<file path="src/rtl/i2cm_pkg.sv">
package i2cm_pkg;

  typedef enum logic [2:0] {
    SQ_IDLE  = 3'd0,
    SQ_START = 3'd1,
    SQ_BIT   = 3'd2,
    SQ_ACK   = 3'd3,
    SQ_STOP  = 3'd4
  } seqState_t;

  // strobes from the control to the datapath
  typedef struct packed {
    logic tickEn;
    logic fastSel;
    logic load;
    logic shift;
    logic sample;
    logic sclPull;
    logic sdaPull;
    logic sdaFromSh;
  } dpCtl_t;

  localparam logic [1:0] ADDR_CTRL = 2'd0;
  localparam logic [1:0] ADDR_STAT = 2'd1;
  localparam logic [1:0] ADDR_DATA = 2'd2;

  // control register bits
  localparam int CB_START = 0;
  localparam int CB_STOP  = 1;
  localparam int CB_ACK   = 2;
  localparam int CB_FAST  = 3;
  localparam int CB_IRQ   = 4;
  localparam int CTRL_W   = 5;

endpackage

</file>
<file path="src/rtl/i2cm_datapath.sv">
module i2cm_datapath
  import i2cm_pkg::*;
#(
  parameter int STD_QTR  = 312,
  parameter int FAST_QTR = 78
) (
  input  logic       clk,
  input  logic       rstN,
  input  dpCtl_t     ctl,
  input  logic [7:0] loadData,
  input  logic       sdaIn,
  output logic       tick,
  output logic       sampBit,
  output logic [7:0] shReg,
  output logic       sclOe,
  output logic       sdaOe
);

  localparam int MAXQ  = (STD_QTR > FAST_QTR) ? STD_QTR : FAST_QTR;
  localparam int CNT_W = $clog2(MAXQ) + 1;
  localparam logic [CNT_W-1:0] STD_LAST  = CNT_W'(STD_QTR - 1);
  localparam logic [CNT_W-1:0] FAST_LAST = CNT_W'(FAST_QTR - 1);

  logic [CNT_W-1:0] qCnt;
  logic [CNT_W-1:0] qLast;

  assign qLast = ctl.fastSel ? FAST_LAST : STD_LAST;
  assign tick  = ctl.tickEn && (qCnt == qLast);

  // quarter-period divider
  always_ff @(posedge clk or negedge rstN) begin
    if (!rstN)            qCnt <= '0;
    else if (!ctl.tickEn) qCnt <= '0;
    else if (tick)        qCnt <= '0;
    else                  qCnt <= qCnt + 1'b1;
  end

  // shift register and bit sampler
  always_ff @(posedge clk or negedge rstN) begin
    if (!rstN) begin
      shReg   <= '0;
      sampBit <= 1'b1;
    end else begin
      if (ctl.load)       shReg <= loadData;
      else if (ctl.shift) shReg <= {shReg[6:0], sampBit};
      if (ctl.sample)     sampBit <= sdaIn;
    end
  end

  // registered open-drain enables
  always_ff @(posedge clk or negedge rstN) begin
    if (!rstN) begin
      sclOe <= 1'b0;
      sdaOe <= 1'b0;
    end else begin
      sclOe <= ctl.sclPull;
      sdaOe <= ctl.sdaFromSh ? ~shReg[7] : ctl.sdaPull;
    end
  end

  // the line is sampled only while SCL is released
  p_sample_high_r5: assert property (@(posedge clk) disable iff (!rstN)
    ctl.sample |-> !sclOe);

endmodule

</file>
<file path="src/rtl/i2cm_ctrl.sv">
module i2cm_ctrl
  import i2cm_pkg::*;
(
  input  logic              clk,
  input  logic              rstN,
  input  logic              regWr,
  input  logic              regRd,
  input  logic [1:0]        regAddr,
  input  logic [CTRL_W-1:0] regWbits,
  output logic [7:0]        regRdata,
  output logic              irq,
  input  logic              tick,
  input  logic              sampBit,
  input  logic [7:0]        shReg,
  output dpCtl_t            dpCtl,
  output logic              inCond
);

  seqState_t  state;
  logic [1:0] phase;
  logic [2:0] bitCnt;
  logic busMaster, txMode, addrPend, rwBit, nack, byteDone, lastStatRd;
  logic ackOn, fastSel, irqEn;

  logic wrCtrl, wrData, rdStat, rdData, seqIdle;
  logic startAcc, stopAcc, dataAcc, phaseEnd, ackEnd;

  assign wrCtrl   = regWr && (regAddr == ADDR_CTRL);
  assign wrData   = regWr && (regAddr == ADDR_DATA);
  assign rdStat   = regRd && (regAddr == ADDR_STAT);
  assign rdData   = regRd && (regAddr == ADDR_DATA);
  assign seqIdle  = (state == SQ_IDLE);
  assign startAcc = wrCtrl && regWbits[CB_START] && seqIdle;
  assign stopAcc  = wrCtrl && regWbits[CB_STOP] && !regWbits[CB_START]
                    && seqIdle && busMaster;
  assign dataAcc  = wrData && seqIdle && busMaster;
  assign phaseEnd = tick && (phase == 2'd3);
  assign ackEnd   = (state == SQ_ACK) && phaseEnd;
  assign inCond   = (state == SQ_START) || (state == SQ_STOP);
  assign irq      = byteDone && irqEn;

  // sequencer
  always_ff @(posedge clk or negedge rstN) begin
    if (!rstN) begin
      state     <= SQ_IDLE;
      phase     <= 2'd0;
      bitCnt    <= 3'd0;
      busMaster <= 1'b0;
      txMode    <= 1'b0;
      addrPend  <= 1'b0;
      rwBit     <= 1'b0;
      nack      <= 1'b0;
    end else begin
      unique case (state)
        SQ_IDLE: begin
          phase <= 2'd0;
          if (startAcc) begin
            state <= SQ_START;
          end else if (stopAcc) begin
            state <= SQ_STOP;
          end else if (dataAcc) begin
            state  <= SQ_BIT;
            bitCnt <= 3'd0;
            if (addrPend) rwBit <= regWbits[0];
          end
        end
        SQ_START: if (tick) begin
          phase <= phase + 2'd1;
          if (phase == 2'd3) begin
            state     <= SQ_IDLE;
            busMaster <= 1'b1;
            txMode    <= 1'b1;
            addrPend  <= 1'b1;
          end
        end
        SQ_BIT: if (tick) begin
          phase <= phase + 2'd1;
          if (phase == 2'd3) begin
            if (bitCnt == 3'd7) state <= SQ_ACK;
            else                bitCnt <= bitCnt + 3'd1;
          end
        end
        SQ_ACK: if (tick) begin
          phase <= phase + 2'd1;
          if (phase == 2'd3) begin
            state <= SQ_IDLE;
            if (txMode) nack <= sampBit;
            if (addrPend) begin
              addrPend <= 1'b0;
              txMode   <= !rwBit;
            end
          end
        end
        SQ_STOP: if (tick) begin
          phase <= phase + 2'd1;
          if (phase == 2'd3) begin
            state     <= SQ_IDLE;
            busMaster <= 1'b0;
            txMode    <= 1'b0;
            addrPend  <= 1'b0;
          end
        end
        default: state <= SQ_IDLE;
      endcase
    end
  end

  // configuration bits, flag and access history
  always_ff @(posedge clk or negedge rstN) begin
    if (!rstN) begin
      ackOn      <= 1'b0;
      fastSel    <= 1'b0;
      irqEn      <= 1'b0;
      byteDone   <= 1'b0;
      lastStatRd <= 1'b0;
    end else begin
      if (wrCtrl) begin
        ackOn   <= regWbits[CB_ACK];
        fastSel <= regWbits[CB_FAST];
        irqEn   <= regWbits[CB_IRQ];
      end
      if (ackEnd)                              byteDone <= 1'b1;
      else if (wrData || (rdData && lastStatRd)) byteDone <= 1'b0;
      if (rdStat)              lastStatRd <= 1'b1;
      else if (regRd || regWr) lastStatRd <= 1'b0;
    end
  end

  // strobes towards the datapath
  always_comb begin
    dpCtl           = '0;
    dpCtl.tickEn    = !seqIdle;
    dpCtl.fastSel   = fastSel;
    dpCtl.load      = dataAcc;
    dpCtl.shift     = (state == SQ_BIT) && phaseEnd;
    dpCtl.sample    = ((state == SQ_BIT) || (state == SQ_ACK)) && tick && (phase == 2'd2);
    unique case (state)
      SQ_IDLE: begin
        dpCtl.sclPull = busMaster;
      end
      SQ_START: begin
        dpCtl.sclPull = (phase == 2'd0) ? busMaster : (phase == 2'd3);
        dpCtl.sdaPull = phase[1];
      end
      SQ_BIT: begin
        dpCtl.sclPull   = !phase[1];
        dpCtl.sdaFromSh = txMode;
      end
      SQ_ACK: begin
        dpCtl.sclPull = !phase[1];
        dpCtl.sdaPull = !txMode && ackOn;
      end
      SQ_STOP: begin
        dpCtl.sclPull = (phase == 2'd0);
        dpCtl.sdaPull = !phase[1];
      end
      default: dpCtl.sclPull = 1'b0;
    endcase
  end

  // register read mux
  always_comb begin
    unique case (regAddr)
      ADDR_CTRL: regRdata = {3'b000, irqEn, fastSel, ackOn, 2'b00};
      ADDR_STAT: regRdata = {3'b000, !seqIdle, nack, busMaster, txMode, byteDone};
      ADDR_DATA: regRdata = shReg;
      default:   regRdata = 8'h00;
    endcase
  end

  p_start_master_r2: assert property (@(posedge clk) disable iff (!rstN)
    (state == SQ_START && phaseEnd) |=> (busMaster && txMode));

  p_stop_idle_r8: assert property (@(posedge clk) disable iff (!rstN)
    (state == SQ_STOP && phaseEnd) |=> (!busMaster && state == SQ_IDLE));

  p_done_wins_r11: assert property (@(posedge clk) disable iff (!rstN)
    ackEnd |=> byteDone);

  p_bit_undisturbed_r12: assert property (@(posedge clk) disable iff (!rstN)
    (state == SQ_BIT && !tick) |=> (state == SQ_BIT));

endmodule

</file>
<file path="src/rtl/i2cm_top.sv">
module i2cm_top
  import i2cm_pkg::*;
#(
  parameter int STD_QTR  = 312,
  parameter int FAST_QTR = 78
) (
  input  logic       clk,
  input  logic       rstN,
  input  logic       regWr,
  input  logic       regRd,
  input  logic [1:0] regAddr,
  input  logic [7:0] regWdata,
  output logic [7:0] regRdata,
  output logic       irq,
  input  logic       sdaIn,
  output logic       sclOe,
  output logic       sdaOe
);

  dpCtl_t     dpCtl;
  logic       tick;
  logic       sampBit;
  logic [7:0] shReg;
  logic       inCond;

  i2cm_ctrl u_ctrl (
    .clk      (clk),
    .rstN     (rstN),
    .regWr    (regWr),
    .regRd    (regRd),
    .regAddr  (regAddr),
    .regWbits (regWdata[CTRL_W-1:0]),
    .regRdata (regRdata),
    .irq      (irq),
    .tick     (tick),
    .sampBit  (sampBit),
    .shReg    (shReg),
    .dpCtl    (dpCtl),
    .inCond   (inCond)
  );

  i2cm_datapath #(
    .STD_QTR  (STD_QTR),
    .FAST_QTR (FAST_QTR)
  ) u_dp (
    .clk      (clk),
    .rstN     (rstN),
    .ctl      (dpCtl),
    .loadData (regWdata),
    .sdaIn    (sdaIn),
    .tick     (tick),
    .sampBit  (sampBit),
    .shReg    (shReg),
    .sclOe    (sclOe),
    .sdaOe    (sdaOe)
  );

  // data moves under a released clock only inside START/STOP
  p_sda_scl_low_r10: assert property (@(posedge clk) disable iff (!rstN)
    (!$stable(sdaOe) && !sclOe && !$past(sclOe)) |-> inCond);

endmodule

</file>
<file path="config.mk">
export PLATFORM = sky130hd
export DESIGN_NAME = i2cm_top
export DESIGN_NICKNAME = d
export VERILOG_FILES = /design/src/rtl/i2cm_pkg.sv /design/src/rtl/i2cm_datapath.sv /design/src/rtl/i2cm_ctrl.sv /design/src/rtl/i2cm_top.sv
export SDC_FILE = /design/constraint.sdc
export NUM_CORES = 1
export LEC_CHECK = 0
export BUFFER_PORTS_ARGS = -buffer_cell sky130_fd_sc_hd__clkbuf_2
export CAP_MARGIN = 10
export CORE_ASPECT_RATIO = 1.5
export CORE_MARGIN = 4
export CORE_UTILIZATION = 52
export CTS_CLUSTER_SIZE = 30
export DETAILED_ROUTE_END_ITERATION = 8
export PLACE_DENSITY = 0.75
export SLEW_MARGIN = 20
export SYNTH_ARGS = -nofsm -noshare
export SYNTH_HDL_FRONTEND = slang
export SYNTH_SLANG_ARGS = --single-unit
</file>
<file path="constraint.sdc">
create_clock -name clk -period 1.82 [get_ports clk]
set_input_delay 0.364 -clock clk [delete_from_list [all_inputs] [get_ports clk]]
set_output_delay 0.364 -clock clk [all_outputs]
set_load 0.05 [all_outputs]
</file>
**Yosys cells after proc, flatten, opt, wreduce, memory -nomap -nowiden**

Index checks and enable logic that the tools add are counted.

- Add/subtract/negate cells: 3
- Equality and inequality tests: 30
- Muxes and demuxes: 43
- Bitwise gates (word level): 3
- Reduce and logical (&&, ||, !) cells: 52

Operator list:

| kind | number |
|---|---|
| two-way mux 3 bit | 14 |
| one-hot mux 8 bit (3 select lines) | 1 |
| inequality test 2 x 1 -> 1 bit (second input constant) | 11 |
| logical AND 1 bit | 21 |
| two-way mux 10 bit | 2 |
| two-way mux 8 bit | 2 |
| inequality test 2 bit (second input constant) | 8 |
| AND reduction 5 bit | 3 |
| two-way mux 1 bit | 14 |
| nonzero test 2 bit | 7 |
| adder 10 x 1 -> 10 bit (second input constant) | 1 |
| == test 10 bit | 1 |
| two-way mux 9 bit | 1 |
| one-hot mux 3 bit (3 select lines) | 1 |
| AND reduction 8 bit | 1 |
| AND reduction 7 bit | 1 |
| == test 2 bit (second input constant) | 3 |
| == test 3 x 2 -> 1 bit (second input constant) | 2 |
| == test 3 bit (second input constant) | 2 |
| one-hot mux 1 bit (3 select lines) | 2 |
| one-hot mux 3 bit (2 select lines) | 1 |
| AND reduction 6 bit | 1 |
| zero test 1 bit | 5 |
| zero test 2 bit | 2 |
| other kinds (18) | 24 |

- Register bits after elaboration: 39
- Output and inout port bits: 11
- Word-level logic and storage cells: 149

**Longest topological paths before layout**

Gate-level depths: netlist (run 1).

- Depth after elaboration: 9
- Depth in mapped cells: 7
- Mapped depth without buffers: 6

**Modules after synthesis**

From an unflattened synthesis (run 1), not the netlist that was laid out.

- Cell total of the unflattened synthesis: 215
- Area total of the unflattened synthesis: 2174.6 µm²

By module, submodules not included:

| module | times used | cells each | area each (µm²) |
|---|---|---|---|
| i2cm_ctrl | 1 | 128 | 1179.9 |
| i2cm_datapath | 1 | 87 | 994.7 |

**Worst setup path before layout (run 1)**

Ideal clock, no wire load.

- Path kind: in2out
- Start point: in regAddr[1]
- End point: out regRdata[2]
- Arrival: 1807 ps
- Data required time: 1456 ps
- Path slack: -351 ps
- Stages: 3
- Path buffers: 1
- Cells stage by stage: clkbuf_1 > mux2i_1 > o21ai_0

- Longest elaborated chain between the ends: 2
- Elaborated cells on any way between the ends: 4
- Those cells by class: eq/ne (2); mux (1); reduce/logical (1)

RTL lines:

| item | RTL line | RTL |
|---|---|---|
| start: declaration | i2cm_top.sv:11 | `input logic [1:0] regAddr,` |
| == test 2 bit, or another cell as far along | i2cm_ctrl.sv:163 | `unique case (regAddr)` |
| one-hot mux 8 bit (3 select lines) * | i2cm_ctrl.sv:163 |  |
| end: declaration | i2cm_top.sv:13 | `output logic [7:0] regRdata,` |

Every way passes the cells marked *; elsewhere a longest branch is shown, timed or not.

**Worst setup path in the final report (run 1)**

- Start point: reg u_dp.qCnt[8]
- End point: reg u_ctrl.bitCnt[0]

- Longest elaborated chain between the ends: 4

RTL lines:

| item | RTL line | RTL |
|---|---|---|
| start: declaration | i2cm_datapath.sv:24 | `logic [CNT_W-1:0] qCnt;` |
| start signal: assignment | i2cm_datapath.sv:35 | `else qCnt <= qCnt + 1'b1;` |
| == test 10 bit | i2cm_datapath.sv:28 | `assign tick = ctl.tickEn && (qCnt == qLast);` |
| logical AND 1 bit | i2cm_datapath.sv:28 |  |
| inequality test 2 x 1 -> 1 bit (no line) | - |  |
| AND reduction 7 bit (no line) | - |  |
| end signal: assignment | i2cm_ctrl.sv:80 | `else bitCnt <= bitCnt + 3'd1;` |
| end: declaration | i2cm_ctrl.sv:21 | `logic [2:0] bitCnt;` |

Every way passes these cells.
A chain may end at the register's enable or synchronous reset.

==> impl_metrics.csv, run 1 <==
group,metric,value,unit
logic_synthesis,syn-num-nets,243,
clock_tree,cts_buffers,5,
global_routing,grtUsageTotal,22.7,%
routing,first_iter_violations,85,
setup_path,worstPathRequired,1990,ps
logic_synthesis,synth-edff-count,0,
die,core_area,4030,um^2
power,pwr-share-clk,36.8,%
final_layout,final_cell_area,2830,um^2
die,dieArea,5400,um^2
sta,fin_crit_sh,103,%
final_layout,final_common_cell,"dfrtp_1",
power,power_leakage,1.29,nW
logic_synthesis,synth_cell_types,51,
min_path,min_path_type,"in -> async",
setup_path,cp_max_fo,3,
power,combPwrFrac,10.7,%
global_routing,grt_pass1_wl,9.16,mm
placement,dp_slack,-35.2,ps
run_status,status,"finished with violations",
die,start_util,55.1,%
clock_tree,clock_latency,290,ps
logic_synthesis,synth_area,2220,um^2
logic_synthesis,synth_flop_cell,"dfrtp_1",
sta,post-route-worst-setup-slack,-49.0,ps
setup_path,crit_path_end_kind,"flip-flop",
sta,tightest_slew,480,ps
power,seqPwrFrac,52.5,%
power,power.share.switching,24.8,%
die,die_w,61.4,um
power,switchingPower,428,uW
logic_synthesis,yosys_warnings,0,
clock_tree,htree_levels,2,
die,boundaryPins,26,
routing,drc,0,
final_layout,final_util,70.3,%
sta,setup_viol,4,
final_layout,diodes,0,
sta,relSlewSlack,67.9,%
power,p_per_area,609,nW/um^2
routing,routed_via_density,5.87,
clock_tree,ctsRootBufferMaster,"clkbuf_8",
die,die_h,88.0,um
routing,wire_per_inst,16.6,um
setup_path,arrival,2040,ps
placement,post_dp_cell_area,2620,um^2
sta,finalHoldViolations,0,
sta,max_freq,0.535,GHz
routing,first_pass_iters,4,
final_layout,nNetsFinal,304,
power,vdd_drop_max,0.465,mV
placement,io_buffer_count,25,
global_routing,grt-ovfl-total,0,
routing,vias,1931,
job,drv_cap,0,
run_status,violations,"negative setup slack",
clock_tree,cts_tree,"yes",
final_layout,final_cell_mix,"35 x dfrtp_1, 34 x buf_4, 24 x clkbuf_2, 20 x nand2_1, 19 x nor2_1",
logic_synthesis,syn_avg_cell_area,10.0,um^2
setup_path,critPathKind,"reg -> reg",
placement,hpwl,4.21,mm
global_routing,grt_max_degree,20,
setup_path,max_stage_delay,480,ps
clock_tree,clkSlewWorstSetupHoldPaths,70,ps
setup_path,critical_path.slowest_cell,"or4_4",
die,rows,28,
routing,ant_nets,0,
final_layout,drive_gt1_share,36.6,%
global_routing,antenna_found_initial,0,
logic_synthesis,ys_ff_latch,39,
power,p_int,1.30,mW
placement,routabilityCongestion,0.907,
sta,slew_viol_final,0,
sta,rsz0062_at_grt,"yes",
setup_path,startpoint_type,"flip-flop",
clock_tree,cts_buffer_depth,2,
clock_tree,cts_hold_buf,0,
logic_synthesis,async_flop_share,100,%
sta,layout_min_cycle_time,1870,ps
clock_tree,clkSinkCount,39,
setup_path,cp_common_cell,"buf_4",
setup_path,path_cells,"nand4_1 > buf_4 > nor4_4 > buf_4 > o21ai_4 > or4_4 > mux2i_1",
logic_synthesis,postSynthCellCount,222,
final_layout,syn_to_final_growth,27.5,%
logic_synthesis,ys_seq_area_share,44.0,%
routing,wl,5.46,mm
global_routing,grt_pass1_vias,1909,
sta,fin_skew,5.26,ps
-- cell usage after synthesis, types with 3 or more instances --
| library cell | count | share of area, % |
|---|---|---|
| dfrtp_1 | 38 | 43 |
| nand2_1 | 21 | 3.5 |
| o21ai_0 | 20 | 4.5 |
| nor2_1 | 19 | 3.2 |
| mux2i_1 | 14 | 6.3 |
| nand3_1 | 8 | 1.8 |
| a21oi_1 | 7 | 1.6 |
| and2_1 | 6 | 1.7 |
| ha_1 | 6 | 3.4 |
| inv_1 | 6 | 1.0 |
| mux2_2 | 6 | 3.0 |
| xor2_1 | 5 | 2.0 |
| clkbuf_1 | 4 | 0.68 |
| nor3_1 | 4 | 0.90 |
| a22o_1 | 3 | 1.2 |
| nand4_1 | 3 | 0.85 |
| nand4b_1 | 3 | 1.2 |
| nor2b_1 | 3 | 0.85 |
| o31ai_1 | 3 | 1.0 |
| xnor2_1 | 3 | 1.2 |
-- critical path: cells and delay by family (launching register included) --
family,cells,cell delay (ps)
flops,1,420
compound gates,1,50
simple gates,3,800
buf+inv,2,340
mux,1,130
-- final cells by class --
cell class | instances | area (um^2)
timing repair buffer | 61 | 414
fill | 301 | 1200
clock buffer | 8 | 100
sequential | 39 | 981
multi-input combinational | 169 | 1250
tap | 45 | 56.3
inverter | 7 | 26.3
-- metal layers --
metal	wire [um]	global-route usage (%)	part of all wire, %	vias up
met5	0	0	0	-
met1	2010	25.4	37	939
met2	3070	41.8	56	58
li1	-	-	-	919
met3	252	3.54	4.6	15
met4	135	8.30	2.5	0
-- power groups by stage --
stage	Sequential, mW	Combinational, mW	Clock, mW
6_report	0.906	0.185	0.634
3_3_place_gp	0.921	0.184	0
5_1_grt	0.910	0.201	0.691
2_1_floorplan	0.932	0.0950	0
4_1_cts	0.906	0.186	0.648
3_5_place_dp	0.922	0.185	0
-- state kept, by name, indices dropped and copies added (netlist names) --
register and flops:
u_ctrl.addrPend 1, u_ctrl.state 3, u_ctrl.nack 1, u_ctrl.byteDone 1, u_ctrl.phase 2, u_ctrl.ackOn 1, u_dp.qCnt 10, u_ctrl.bitCnt 3
u_dp.shReg 8, u_ctrl.fastSel 1, u_dp.sampBit 1, u_ctrl.irqEn 1, u_ctrl.rwBit 1, u_ctrl.txMode 1, u_ctrl.busMaster 1, u_dp.sclOe 1
u_dp.sdaOe 1, u_ctrl.lastStatRd 1
-- metrics by stage --
| step | power (mW) | setup TNS, ps | hold WS (ps) | cells |
|---|---|---|---|---|
| finish | 1.73 | -110 | 7.97 | 329 |
| global route | 1.80 | -1410 | 37.2 | 329 |
| CTS | 1.74 | -81.0 | 13.3 | 326 |
| detailed placement | 1.11 | -156 | 331 | 317 |
| global placement | 1.11 | 0 | 331 | 317 |
| floorplan | 1.03 | 0 | 68.4 | 222 |
-- kinds of logic (layout without fill, tap and decap cells) --
kind of cell | count (synthesis) | count (layout) | synth area share, %
flops | 39 | 39 | 44.0
buf+inv | 14 | 76 | 2.82
compound gates | 48 | 48 | 14.4
simple gates | 87 | 87 | 22.9
mux | 20 | 20 | 9.35
xor+xnor | 8 | 8 | 3.16
fa+ha+maj | 6 | 6 | 3.38
-- path summary, 6_finish.rpt --
check                                  start           endpoint  slack, ps  cells past startpoint
setup / recovery                u_dp.qCnt[8]   u_ctrl.bitCnt[0]        -50                      7
hold reg to reg            u_ctrl.lastStatRd  u_ctrl.lastStatRd        510                      1
max in group asynchronous               rstN    u_ctrl.state[1]       1270                      2
setup reg to reg                u_dp.qCnt[8]   u_ctrl.bitCnt[0]        -50                      7
min in group clk                 regWdata[6]      u_dp.shReg[6]        290                      3
hold / removal                          rstN      u_dp.shReg[6]          8                      1
-- timing repair --
item	CTS	global route
pin swaps	4	14
buffers inserted	1	3
resized for setup	8	20
setup endpoints to repair	12	28
Note: power is estimated with default switching activity, not from simulation.
==> run 2, diff against run 1 <==
SETUP_SLACK_MARGIN = 0.05   (was default)
==> run 2 against run 1 <==
  * The flow now finishes without violations
  * Clock power is 18% higher
  * Total power grew 6.6%
  * Worst setup slack better by 50 ps
  * Die area is the same
  * Via count up 1.6%
  * Largest cell class unchanged
  * Largest power group unchanged
==> impl_metrics.csv, run 2 (same netlist as run 1, synthesis figures left out) <==
group,metric,value,unit
run_status,status,"finished clean",
setup_path,worstReg2RegEnd,"u_ctrl.bitCnt[1]",
sta,rsz0062_at_grt,"yes",
setup_path,path_delay_family,"compound AO/OA/AOI/OAI gates",
power,total_power,1.84,mW
setup_path,timing.rr.start,"u_dp.qCnt[8]",
routing,routed.top_layer,"met4",
final_layout,drive_gt1_share,38.9,%
setup_path,max_stage_delay,420,ps
die,die_w,61.4,um
setup_path,startpoint_type,"flip-flop",
clock_tree,cts_buffer_depth,2,
sta,fin_skew,8.05,ps
setup_path,ff2ff_path_depth,5,
setup_path,crit_buf_inv,0,
setup_path,worstPathRequired,1980,ps
clock_tree,clkSlewWorstSetupHoldPaths,80,ps
sta,relSlewSlack,67.7,%
placement,hpwl,4.04,mm
final_layout,final_cell_mix,"35 x buf_4, 33 x dfrtp_1, 23 x clkbuf_2, 20 x nand2_1, 19 x nor2_1",
final_layout,regMostFlops,"u_dp.qCnt",
sta,setup_viol,0,
sta,finalHoldViolations,0,
global_routing,grtUsageTotal,22.8,%
final_layout,final_cell_area,2880,um^2
setup_path,r2r_setup_slack,0.8,ps
min_path,min_path_type,"in -> async",
sta,holdWs,114,ps
power,switchingPower,443,uW
placement,routabilityCongestion,0.870,
setup_path,critical_path.slowest_cell,"dfrtp_1",
power,p_per_area,639,nW/um^2
clock_tree,cts_hold_buf,0,
power,combPwrFrac,10.1,%
global_routing,grt_pass1_vias,1953,
die,boundaryPins,26,
job,drv_cap,0,
final_layout,fillCellCount,292,
setup_path,critPathKind,"reg -> reg",
power,power_leakage,1.31,nW
global_routing,grt-ovfl-total,0,
routing,met3_length,355,um
final_layout,largestRegisters,"u_dp.qCnt (10), u_dp.shReg (8)",
routing,routed_via_density,5.94,
setup_path,path_cells,"nor4b_4 > nand4b_1 > a211oi_1 > o211ai_1 > mux2i_1",
sta,max_freq,0.550,GHz
power,p_int,1.40,mW
global_routing,grt_pass1_wl,9.09,mm
clock_tree,clkSinkCount,39,
final_layout,multiInputGateArea,1270,um^2
setup_path,crit_path_end_kind,"flip-flop",
final_layout,regArea,983,um^2
routing,drc,0,
sta,fin_crit_sh,100,%
die,start_util,55.1,%
routing,first_iter_violations,204,
power,seqPwrFrac,49.3,%
clock_tree,clock_latency,290,ps
power,pwr-share-clk,40.6,%
routing,wl_met1,2.10,mm
routing,first_pass_iters,4,
sta,tightest_slew,484,ps
global_routing,antenna_found_initial,0,
die,core_area,4030,um^2
global_routing,grt_max_degree,40,
power,vdd_drop_max,0.624,mV
placement,io_buffer_count,25,
final_layout,nNetsFinal,305,
clock_tree,cts_buffers,5,
final_layout,syn_to_final_growth,29.6,%
placement,dp_slack,-45.1,ps
final_layout,diodes,0,
routing,vias,1961,
clock_tree,cts_tree,"yes",
setup_path,cp_max_fo,3,
routing,ant_nets,0,
final_layout,largest_reg_flops,10,
placement,post_dp_cell_area,2590,um^2
setup_path,arrival,1980,ps
die,die_h,88.0,um
sta,layout_min_cycle_time,1820,ps
routing,wl,5.66,mm
clock_tree,ctsRootBufferMaster,"clkbuf_8",
final_layout,final_util,71.4,%
power,power.share.switching,24.1,%
clock_tree,htree_levels,2,
die,rows,28,
final_layout,final_common_cell,"buf_4",
sta,post-route-worst-setup-slack,0.754,ps
die,dieArea,5400,um^2
sta,slew_viol_final,0,
routing,wl_met2,3.03,mm
routing,wire_per_inst,17.2,um
[run 2: cell count changes in the layout (fill, tap and decap cells not counted), moves of 2 or more]
cell	change
o21ai_2	+5
o21ai_0	-3
dfrtp_1	-2
dfrtp_2	+2
o21ai_1	-2
[run 2: repair_timing]
item	in CTS	in global routing
pin swaps	5	10
buffers inserted	5	5
endpoints found under the setup margin	8	32
resized for setup	5	33
[run 2: final cells by class]
cell class | instances | area share, %
Multi-Input combinational cell | 169 | 44.3
Sequential cell | 39 | 34.2
Timing Repair Buffer | 62 | 14.5
Clock buffer | 6 | 2.87
Tap cell | 45 | 1.96
Clock inverter | 2 | 1.22
Inverter | 7 | 1.00
[run 2: worst max path at each step]
stage | startpoint | to | slack, ps | depth (start not counted)
6_report | u_dp.qCnt[8] | u_ctrl.bitCnt[1] | 0.8 | 5
3_3_place_gp | u_dp.qCnt[8] | u_ctrl.nack | 30 | 5
3_5_place_dp | u_dp.qCnt[5] | u_ctrl.nack | -50 | 5
4_1_cts | u_ctrl.fastSel | u_ctrl.nack | -8 | 4
5_1_grt | u_dp.qCnt[8] | u_ctrl.bitCnt[1] | -100 | 5
2_1_floorplan | u_dp.qCnt[5] | u_ctrl.nack | 70 | 5
[run 2: stage by stage]
| step | TNS [ps] | std cells |
|---|---|---|
| 6_report | 0 | 330 |
| 5_1_grt | -412 | 330 |
| 4_1_cts | -7.64 | 325 |
| 3_5_place_dp | -64.2 | 312 |
| 3_3_place_gp | 0 | 312 |
| 2_1_floorplan | 0 | 222 |
[run 2: power by group through the flow]
stage | sequential (mW) | combinational (mW) | clock, mW
3_5_place_dp | 0.923 | 0.187 | 0
3_3_place_gp | 0.922 | 0.184 | 0
2_1_floorplan | 0.932 | 0.0984 | 0
6_report | 0.907 | 0.186 | 0.746
5_1_grt | 0.909 | 0.202 | 0.796
4_1_cts | 0.907 | 0.188 | 0.760
[run 2: layer usage]
layer  track usage, %  up-vias
li1                 -      930
met1             24.4      931
met2             42.1       81
met3             5.16       19
met4             8.30        0
met5                0        -
==> run 3, diff against run 2 <==
PLACE_DENSITY = 0.76   (was 0.75)
==> run 3 against run 2 <==
  * The flow now finishes with violations (negative setup slack)
  * Hold slack improved by 1.7 ps
  * Register-to-register slack got worse by 70 ps
  * Design area fell by 1.8%
  * Highest routed layer unchanged
  * Largest cell class unchanged
  * Utilization fell by 1.3 points
  * Count of clock-buffer cells in the layout rose by 1
  * Clock skew rose by 2.4 ps
  * Flip-flop and latch count did not move
  * Die area did not move
  * Worst setup slack got worse by 65 ps
  * Maximum frequency fell by 3.5%
==> impl_metrics.csv, run 3 (same netlist as run 1, synthesis figures left out) <==
group,metric,value,unit
run_status,status,"finished with violations",
run_status,violations,"negative setup slack",
global_routing,grt_max_degree,40,
final_layout,diodes,0,
global_routing,grt_pass1_vias,1981,
clock_tree,clock_latency,290,ps
power,power_leakage,1.29,nW
die,dieArea,5400,um^2
die,boundaryPins,26,
placement,hpwl,3.94,mm
sta,post-route-worst-setup-slack,-64.4,ps
routing,routed_via_density,5.98,
clock_tree,cts_buffer_depth,2,
routing,first_pass_iters,4,
setup_path,critPathKind,"reg -> reg",
setup_path,startpoint_type,"flip-flop",
global_routing,use_met3,5.16,%
final_layout,largestRegisters,"u_dp.qCnt (10), u_dp.shReg (8)",
sta,max_freq,0.531,GHz
setup_path,worstPathRequired,2010,ps
global_routing,antenna_found_initial,0,
min_path,min_path_type,"in -> async",
die,die_h,88.0,um
global_routing,grt_pass1_wl,8.95,mm
sta,fin_crit_sh,104,%
routing,ant_nets,0,
sta,slew_viol_final,0,
final_layout,largest_reg_flops,10,
die,core_area,4030,um^2
final_layout,syn_to_final_growth,27.2,%
final_layout,regMostFlops,"u_dp.qCnt",
placement,post_dp_cell_area,2600,um^2
clock_tree,cts_tree,"yes",
global_routing,use_met1,24.5,%
final_layout,fillCellCount,306,
clock_tree,clkSinkCount,39,
placement,io_buffer_count,25,
final_layout,final_common_cell,"dfrtp_1",
power,vdd_drop_max,0.470,mV
power,p_per_area,588,nW/um^2
clock_tree,cts_buffers,5,
setup_path,cp_max_fo,5,
final_layout,regArea,980,um^2
clock_tree,htree_levels,2,
job,drv_cap,0,
die,die_w,61.4,um
sta,fin_skew,10.5,ps
sta,tightest_slew,499,ps
final_layout,final_cell_area,2830,um^2
clock_tree,ctsRootBufferMaster,"clkbuf_8",
global_routing,gr-usage-met2,39.4,%
final_layout,final_util,70.1,%
clock_tree,clkSlewWorstSetupHoldPaths,80,ps
routing,vias,1966,
final_layout,multiInputGateArea,1260,um^2
placement,dp_slack,-33.4,ps
final_layout,nNetsFinal,304,
setup_path,arrival,2070,ps
routing,wire_per_inst,17.1,um
sta,relSlewSlack,66.7,%
placement,routabilityCongestion,0.884,
setup_path,crit_path_end_kind,"flip-flop",
final_layout,drive_gt1_share,36.6,%
sta,fin_tns_setup,-260,ps
sta,rsz0062_at_grt,"yes",
routing,wl,5.62,mm
global_routing,gr-max-usage-layer,"met2",
die,rows,28,
sta,finalHoldViolations,0,
global_routing,grt-ovfl-total,0,
die,start_util,55.1,%
final_layout,final_cell_mix,"36 x dfrtp_1, 34 x buf_4, 23 x clkbuf_2, 20 x nand2_1, 19 x nor2_1",
clock_tree,cts_hold_buf,0,
routing,drc,0,
routing,first_iter_violations,137,
sta,layout_min_cycle_time,1880,ps
global_routing,grtUsageTotal,22.2,%
sta,setup_viol,8,
[run 3: per-stage QoR]
stage	total power, mW	std cells	hold slack, ps
3_5_place_dp	1.11	313	446
3_3_place_gp	1.11	313	441
5_1_grt	1.73	329	153
4_1_cts	1.68	325	132
6_report	1.66	329	116
2_1_floorplan	1.03	222	68.4
[run 3: layout make-up]
class,count,share of cell area [%]
sequential,39,34.7
inverter,7,0.930
clock inverter,1,0.177
clock buffer,7,2.70
multi-input combinational,169,44.8
tap,45,1.99
timing repair buffer,61,14.7
[run 3: timing repair]
| action | in CTS | in global routing |
|---|---|---|
| pin swaps | 6 | 8 |
| setup buffers | 4 | 4 |
| resized for setup | 13 | 19 |
| endpoints found under the setup margin | 16 | 31 |
[run 3: metal layers]
metal,up-vias,routed length [um]
li1,917,-
met3,18,292
met1,963,2140
met5,-,0
met4,0,143
met2,68,3040
[run 3: path summary, 6_finish.rpt]
path                                  from               to  slack [ps]  depth (start not counted)
min in group clk               regWdata[6]    u_dp.shReg[6]         280                          3
hold reg to reg            u_ctrl.byteDone  u_ctrl.byteDone         520                          1
setup / recovery            u_ctrl.fastSel  u_ctrl.phase[1]         -60                          5
hold / removal                        rstN    u_dp.shReg[7]         120                          2
setup reg to reg            u_ctrl.fastSel  u_ctrl.phase[1]         -60                          5
max in group asynchronous             rstN  u_ctrl.state[1]        1330                          2
[run 3: worst max-delay path, cell delays in order, from the launching register on]
cell and delay [ps]:
dfrtp_2 450, or4_4 580, a21oi_4 240, buf_4 150, a21oi_1 60, nor4_1 290
[run 3: power by group]
group | internal [mW] | total (mW) | switching (mW)
registers | 0.887 | 0.906 | 0.0189
clock network | 0.269 | 0.568 | 0.299
logic | 0.0679 | 0.189 | 0.121
